$ cat src/rtl/bs_alu_pkg.sv
package bs_alu_pkg;
  localparam int unsigned OP_W = 4;

  typedef enum logic [OP_W-1:0] {
    OP_AND = 4'b0000,
    OP_OR  = 4'b0001,
    OP_ADD = 4'b0010,
    OP_SUB = 4'b0110,
    OP_SLT = 4'b0111,
    OP_NOR = 4'b1100
  } alu_op_e;

  typedef enum logic [1:0] {
    SEL_AND  = 2'd0,
    SEL_OR   = 2'd1,
    SEL_SUM  = 2'd2,
    SEL_LESS = 2'd3
  } slice_sel_e;

  typedef struct packed {
    logic       a_inv;
    logic       b_neg;
    slice_sel_e sel;
  } slice_ctrl_t;
endpackage

$ cat src/rtl/bs_alu_dec.sv
module bs_alu_dec
  import bs_alu_pkg::*;
(
  input  logic [OP_W-1:0] op_i,
  output slice_ctrl_t     ctrl_o
);
  always_comb begin
    ctrl_o.a_inv = op_i[3];
    ctrl_o.b_neg = op_i[2];
    ctrl_o.sel   = slice_sel_e'(op_i[1:0]);
  end
endmodule

$ cat src/rtl/bs_alu_slice.sv
module bs_alu_slice
  import bs_alu_pkg::*;
(
  input  logic       a_i,
  input  logic       b_i,
  input  logic       a_inv_i,
  input  logic       b_neg_i,
  input  logic       cin_i,
  input  logic       less_i,
  input  slice_sel_e sel_i,
  output logic       res_o,
  output logic       sum_o,
  output logic       cout_o
);
  logic a_x, b_x;

  always_comb begin
    a_x    = a_i ^ a_inv_i;
    b_x    = b_i ^ b_neg_i;
    sum_o  = a_x ^ b_x ^ cin_i;
    cout_o = (a_x & b_x) | (a_x & cin_i) | (b_x & cin_i);
    unique case (sel_i)
      SEL_AND: res_o = a_x & b_x;
      SEL_OR:  res_o = a_x | b_x;
      SEL_SUM: res_o = sum_o;
      default: res_o = less_i;
    endcase
  end
endmodule

$ cat src/rtl/bs_alu_flags.sv
module bs_alu_flags
  import bs_alu_pkg::*;
#(
  parameter int unsigned WIDTH = 32
) (
  input  logic [WIDTH-1:0] result_i,
  input  logic             c_msb_in_i,
  input  logic             c_msb_out_i,
  input  logic             sum_msb_i,
  input  slice_sel_e       sel_i,
  output logic             set_o,
  output logic             zero_o,
  output logic             ovf_o,
  output logic             carry_o
);
  logic ovf_raw, arith;

  always_comb begin
    ovf_raw = c_msb_in_i ^ c_msb_out_i;
    arith   = (sel_i == SEL_SUM);
    // sign of the true difference, valid even when it overflows
    set_o   = sum_msb_i ^ ovf_raw;
    zero_o  = ~|result_i;
    ovf_o   = arith & ovf_raw;
    carry_o = arith & c_msb_out_i;
  end
endmodule

$ cat src/rtl/bs_alu.sv
module bs_alu
  import bs_alu_pkg::*;
#(
  parameter int unsigned WIDTH = 32
) (
  input  logic [WIDTH-1:0] a_i,
  input  logic [WIDTH-1:0] b_i,
  input  logic [OP_W-1:0]  op_i,
  output logic [WIDTH-1:0] result_o,
  output logic             zero_o,
  output logic             ovf_o,
  output logic             carry_o
);
  localparam int unsigned MSB = WIDTH - 1;

  slice_ctrl_t      ctrl;
  logic [WIDTH:0]   carry;
  logic [WIDTH-1:0] sum;
  logic [WIDTH-1:0] less;
  logic             set_fb;

  bs_alu_dec u_dec (
    .op_i   (op_i),
    .ctrl_o (ctrl)
  );

  assign carry[0] = ctrl.b_neg;

  generate
    for (genvar i = 0; i < WIDTH; i++) begin : g_slice
      if (i == 0) begin : g_lsb
        assign less[i] = set_fb;
      end else begin : g_mid
        assign less[i] = 1'b0;
      end

      bs_alu_slice u_slice (
        .a_i     (a_i[i]),
        .b_i     (b_i[i]),
        .a_inv_i (ctrl.a_inv),
        .b_neg_i (ctrl.b_neg),
        .cin_i   (carry[i]),
        .less_i  (less[i]),
        .sel_i   (ctrl.sel),
        .res_o   (result_o[i]),
        .sum_o   (sum[i]),
        .cout_o  (carry[i+1])
      );
    end
  endgenerate

  bs_alu_flags #(.WIDTH(WIDTH)) u_flags (
    .result_i    (result_o),
    .c_msb_in_i  (carry[MSB]),
    .c_msb_out_i (carry[WIDTH]),
    .sum_msb_i   (sum[MSB]),
    .sel_i       (ctrl.sel),
    .set_o       (set_fb),
    .zero_o      (zero_o),
    .ovf_o       (ovf_o),
    .carry_o     (carry_o)
  );
endmodule

$ cat config.mk
export PLATFORM = sky130hd
export DESIGN_NAME = bs_alu
export DESIGN_NICKNAME = d
export VERILOG_FILES = /design/src/rtl/bs_alu_pkg.sv /design/src/rtl/bs_alu_dec.sv /design/src/rtl/bs_alu_slice.sv /design/src/rtl/bs_alu_flags.sv /design/src/rtl/bs_alu.sv
export SDC_FILE = /design/constraint.sdc
export NUM_CORES = 1
export LEC_CHECK = 0
export BUFFER_PORTS_ARGS = -buffer_cell sky130_fd_sc_hd__buf_2
export CAP_MARGIN = 20
export CORE_MARGIN = 2
export CORE_UTILIZATION = 40
export DETAILED_ROUTE_END_ITERATION = 10
export GPL_ROUTABILITY_DRIVEN = 0
export SLEW_MARGIN = 30
export SYNTH_ARGS = -nofsm -noshare
export SYNTH_HDL_FRONTEND = slang
export SYNTH_SLANG_ARGS = --single-unit
$ cat constraint.sdc
create_clock -name vclk -period 21.7
set_input_delay 3.255 -clock vclk [all_inputs]
set_output_delay 3.255 -clock vclk [all_outputs]
set_load 0.02 [all_outputs]
# After elaboration in Yosys (flattened, before gate mapping)
# Cells that the tools add are included.
word_totals:
  inputBits: 68
  output_inout_bits: 35
  ff_bits: 0
  word_cells: 361
classes:
  eq_ne: 2
  reduce_logical: 3
  bitwise_logic: 324
  muxes: 32
ops:
  columns: ["cell", "count"]
  rows:
  - ["1-bit bitwise XOR", 130]
  - ["1-bit AND", 98]
  - ["1-bit bitwise OR", 96]
  - ["1-bit one-hot mux with 3 select lines", 32]
  - ["32-bit OR reduction", 1]
  - ["2-bit by 1-bit == test with 1-bit output (second input constant)", 1]
  - ["2-bit == test (second input constant)", 1]
  - ["2-bit zero test", 1]
  - ["1-bit zero test", 1]

# Depth between registers and ports, before layout
logic_depth:
  ltp_word: 102
  mapped_depth: 40
  mapped_depth_nobuf: 38

# Modules after synthesis
# From an unflattened synthesis, not the netlist that was laid out.
hier_totals:
  hier_cells: 404
  hier_area_um2: 3583.4
modules_own_cells:
  columns: ["module", "instances", "cells_per_inst", "area_per_inst_um2", "seq_area_each_um2"]
  rows:
  - ["bs_alu_slice", 32, 12, 107.6, 0.0]
  - ["bs_alu_flags", 1, 15, 106.4, 0.0]
  - ["bs_alu_dec", 1, 4, 30.0, 0.0]
  - ["bs_alu", 1, 1, 3.8, 0.0]

# Worst setup path before layout
# OpenSTA, ideal clock, no wires.
synth_timing:
  kind: "input to output"
  startpoint: "input op_i[2]"
  endpoint: "output zero_o"
  required_time_ns: 18.445
  path_stages: 39
  path_buffers: 2
  arrival_time_ns: 16.328
  slack_ns: 2.117
  cell_sequence: "buf_6 buf_1 xor2_1 fa_1 fa_1 inv_1 fa_1 fa_1 fa_1 fa_1 fa_1 fa_1 fa_1 fa_1 fa_1 fa_1 fa_1 fa_1 [... 3 more ...] fa_1 fa_1 fa_1 fa_1 fa_1 fa_1 fa_1 fa_1 fa_1 fa_1 fa_1 fa_1 fa_1 a21oi_2 nor2_2 xnor2_1 mux4_2 nor3_2"
synth_between:
  elab_chain_len: 102
  elab_cells_between_ends: 324
  cone_classes: "mux (32); bitwise (290); reduce/logical (2)"
synth_lines:
  columns: ["element", "line_no", "source"]
  rows:
  - ["from (decl)", "bs_alu.sv:8", "input logic [OP_W-1:0] op_i,"]
  - ["1-bit bitwise XOR", "bs_alu_slice.sv:19", "b_x = b_i ^ b_neg_i;"]
  - ["1-bit AND", "bs_alu_slice.sv:21, bs_alu_slice.sv:23", null]
  - ["1-bit bitwise OR (2 in series)", "bs_alu_slice.sv:21", "cout_o = (a_x & b_x) | (a_x & cin_i) | (b_x & cin_i);"]
  - ["1-bit AND", "bs_alu_slice.sv:21", null]
  - ["1-bit bitwise OR (2 in series)", "bs_alu_slice.sv:21", null]
  - ["1-bit AND", "bs_alu_slice.sv:21", null]
  - ["1-bit bitwise OR (2 in series)", "bs_alu_slice.sv:21", null]
  - ["1-bit AND", "bs_alu_slice.sv:21", null]
  - ["[... 83 more ...]", null, null]
  - ["1-bit AND", "bs_alu_slice.sv:21", null]
  - ["1-bit bitwise OR (2 in series)", "bs_alu_slice.sv:21", null]
  - ["1-bit bitwise XOR", "bs_alu_flags.sv:19", "ovf_raw = c_msb_in_i ^ c_msb_out_i;"]
  - ["1-bit bitwise XOR", "bs_alu_flags.sv:22", "set_o = sum_msb_i ^ ovf_raw;"]
  - ["1-bit one-hot mux with 3 select lines (*)", "bs_alu_slice.sv:22", "unique case (sel_i)"]
  - ["net g_slice[0].u_slice.res_o", "bs_alu_slice.sv:11", "output logic res_o,"]
  - ["32-bit OR reduction (*)", "bs_alu_flags.sv:23", "zero_o = ~|result_i;"]
  - ["1-bit zero test (*)", "bs_alu_flags.sv:23", null]
  - ["to (decl)", "bs_alu.sv:10", "output logic zero_o,"]
# The timed path passes the listed nets; every way through them passes the cells marked *.

# Worst setup path in the final report
layout_timing:
  startpoint: "input op_i[3]"
  endpoint: "output zero_o"
layout_between:
  elab_chain_len: 102
  elab_cells_between_ends: 323
  cone_classes: "mux (32); bitwise (289); reduce/logical (2)"
layout_lines:
  columns: ["element", "line_no", "source"]
  rows:
  - ["1-bit bitwise XOR", "bs_alu_slice.sv:18", "a_x = a_i ^ a_inv_i;"]
  - ["1-bit AND, on equally long branches", "bs_alu_slice.sv:21, bs_alu_slice.sv:23", null]
  - ["1-bit bitwise OR (2 in series)", "bs_alu_slice.sv:21", null]
  - ["1-bit AND", "bs_alu_slice.sv:21", null]
  - ["1-bit bitwise OR (2 in series)", "bs_alu_slice.sv:21", null]
  - ["1-bit AND", "bs_alu_slice.sv:21", null]
  - ["1-bit bitwise OR (2 in series)", "bs_alu_slice.sv:21", null]
  - ["1-bit AND", "bs_alu_slice.sv:21", null]
  - ["[... 81 more ...]", null, null]
  - ["1-bit bitwise OR (2 in series)", "bs_alu_slice.sv:21", null]
  - ["1-bit AND", "bs_alu_slice.sv:21", null]
  - ["1-bit bitwise OR (2 in series)", "bs_alu_slice.sv:21", null]
  - ["1-bit bitwise XOR", "bs_alu_flags.sv:19", null]
  - ["1-bit bitwise XOR", "bs_alu_flags.sv:22", null]
  - ["1-bit one-hot mux with 3 select lines", "bs_alu_slice.sv:22", null]
  - ["32-bit OR reduction (*)", "bs_alu_flags.sv:23", null]
  - ["1-bit zero test (*)", "bs_alu_flags.sv:23", null]
# Mark *: on every way between the ends. The rest lies on a longest branch, timed or not.

==> run summary <==
======================================================================================
Maximum number of pins on one net before global-route repair                        35
Peak supply drop                                                            0.01703 mV
Switching power                                                               74.59 uW
Utilization of the core after routing                                           45.33%
Layout area overhead                                                            9.974%
Maximum achievable frequency                                                 49.54 MHz
Max Transition Viols Final                                                           0
Total I/O pin count                                                                103
Portion of synthesized cell area occupied by the leading cell type              23.64%
DRT antenna net count                                                                0
Routed Wire Length                                                        7204 microns
Final HPWL from detailed placement                                        6103 microns
Total grt overflow                                                                   0
CP most frequent cell                                                             fa_1
Critical Path End Type                                                     output port
Initial core utilization                                                        41.22%
Clock tree buffer count of the final layout                                          0
Final #Nets                                                                        615
Post-cts gate resize count                                                           0
Synthesized netlist cell count                                                     395
Post-Route M1 WL                                                          3364 microns
Total negative setup slack                                                        0 ns
Highest routing layer actually used                                               met4
Number of sequential cells                                                           0
Detailed-routing iteration count for the pre-antenna-repair pass                     4
Path class of the lowest-slack min-delay path                                   in2out
Required time at the worst-slack endpoint                                     18.45 ns
Setup repair after global routing missed its margin                              false
Library cell contributing the largest single delay on the critical path         mux4_2
CTS hold repair buffers                                                              0
Ranking of synthesized cells by instance count                            inv_1, ha_1, xor2_1
Via count of the first global-routing pass                                        2377
Mapped Area                                                               0.003387 sq mm
Count of filler cells inserted in the layout                                       834
Register area                                                                  0 sq um
Synthesis warning total                                                              0
Post-Syn Area per Cell                                                     8.575 sq um
Worst slew pin tran                                                          0.6853 ns
Wirelength per Cell                                                       12.96 microns
Setup Crit Path Kind                                                            in2out
Number of maximum-capacitance violations                                             0
Leakage power                                                                 2.147 nW
Port-buffer cells                                                                  103
Top fanout value on the critical path                                               13
Sequential-to-total area share from yosys stat                                      0%
Post-Syn Nets                                                                      557
Maximum single-stage delay on the critical path                                0.48 ns
Ratio of cells with drive above 1 in the final layout                           25.28%
DR WL met3                                                                 307 microns
Total GRT Usage                                                                 15.26%
Count of unique library cells instantiated by Yosys                                 26
DRC violation total after the first TritonRoute iteration                           90
Most area-consuming cells after synthesis                                 ha_1, fa_1, xor2_1
Die Footprint                                                             0.009220 sq mm
Number of vias per cell after detailed routing                                   4.552
Launching instance or port of the critical path                                op_i[3]
Global-route wire length before repair                                    11260 microns
Finish-stage setup viols                                                             0
Part of the power in registers                                                      0%
Number of placement rows                                                            33
Setup bufs post-CTS                                                                  0
Dominant cell type by area after synthesis                                        ha_1
Setup slack after placement                                                   1.459 ns
ANT cells                                                                            0
X dimension of the die                                                    96.02 microns
Data arrival, critical path                                                   16.93 ns
Power density relative to cell area                                       33.07 mW/mm^2
Int Power                                                                     48.59 uW
Top-count cell post-synth                                                        inv_1
DR WL met2                                                                3484 microns
Die height                                                                96.02 microns
Via count                                                                         2531
Tightest slew margin relative to the limit                                      54.31%
Outcome                                                                   complete, no violations
Worst-case hold slack                                                         7.081 ns
Hold path startpoint                                                           b_i[31]
Period utilization                                                              93.01%
Period minus WS final                                                         20.18 ns
Startpoint Class                                                            input port
Core Box Area                                                             0.008217 sq mm
Number of antenna violations at the first check in global routing                    0
Hold violation total from the final report                                           0
Final routed DRC violation total                                                     0
Gate power share                                                                100.0%
Clock share of power                                                                0%
Proportion of total power due to net switching                                  60.55%
Post-route setup slack                                                        1.516 ns
======================================================================================
==> layer usage <==
layer	vias to the layer above	GRT usage, %
met4	0	0.8333
met5	-	0
met2	64	26.91
met1	1183	21.69
li1	1280	-
met3	4	0.5482
==> power groups by stage <==
stage               Sequential (mW)  Clock [mW]  Combinational, mW
floorplan                         0           0              0.104
global route                      0           0              0.140
detailed placement                0           0              0.125
CTS                               0           0              0.125
finish                            0           0              0.123
global placement                  0           0              0.121
==> cell usage in the layout, fill, tap and decap left out, drive strengths merged <==
cell    Yosys  final
nor3        2      2
xor2       60     60
ha         64     64
nor2        3      3
nor4        7      7
inv        98     98
fa         30     30
xnor2       7      7
mux2i      30     30
nand4       2      2
mux4        1      1
o22ai      31     31
nand2b      1      1
buf        48    108
o21ai       1      1
nand2       2      2
a21oi       3      3
or4         1      1
==> cells by family after synthesis <==
group | after synthesis | share of synthesized area [%]
XOR/XNOR | 67 | 18.43
AND/OR/NAND/NOR | 18 | 3.140
adder cells (fa/ha/maj) | 94 | 41.37
multiplexers | 31 | 9.531
buffers and inverters | 150 | 21.09
AO/OA/AOI/OAI | 35 | 6.428
==> final timing paths <==
kind	to	slack, ns	cells after the start
setup / recovery	zero_o	1.52	41
hold / removal	ovf_o	7.08	6
==> stage by stage <==
stage	instances	power [mW]	instance area, sq um
floorplan	395	0.1039	3387
global placement	556	0.1213	3725
detailed placement	556	0.1246	3725
CTS	556	0.1252	3725
global route	556	0.1395	3725
finish	556	0.1232	3725
==> worst max-delay path: cells and delay by family <==
kind,cells,cell delay [ns]
AO/OA/AOI/OAI,1,0.15
XOR/XNOR,2,0.24
adder cells (fa/ha/maj),30,11.58
buffers and inverters,5,0.94
multiplexers,1,0.48
AND/OR/NAND/NOR,2,0.26
==> cell type report <==
class,count,area (sq um),area share [%]
multi-input cells,245,2673,71.75
repair buffers,108,553.0,14.85
inverters,98,367.9,9.876
well taps,105,131.4,3.527
(Power assumes the default switching activity.)
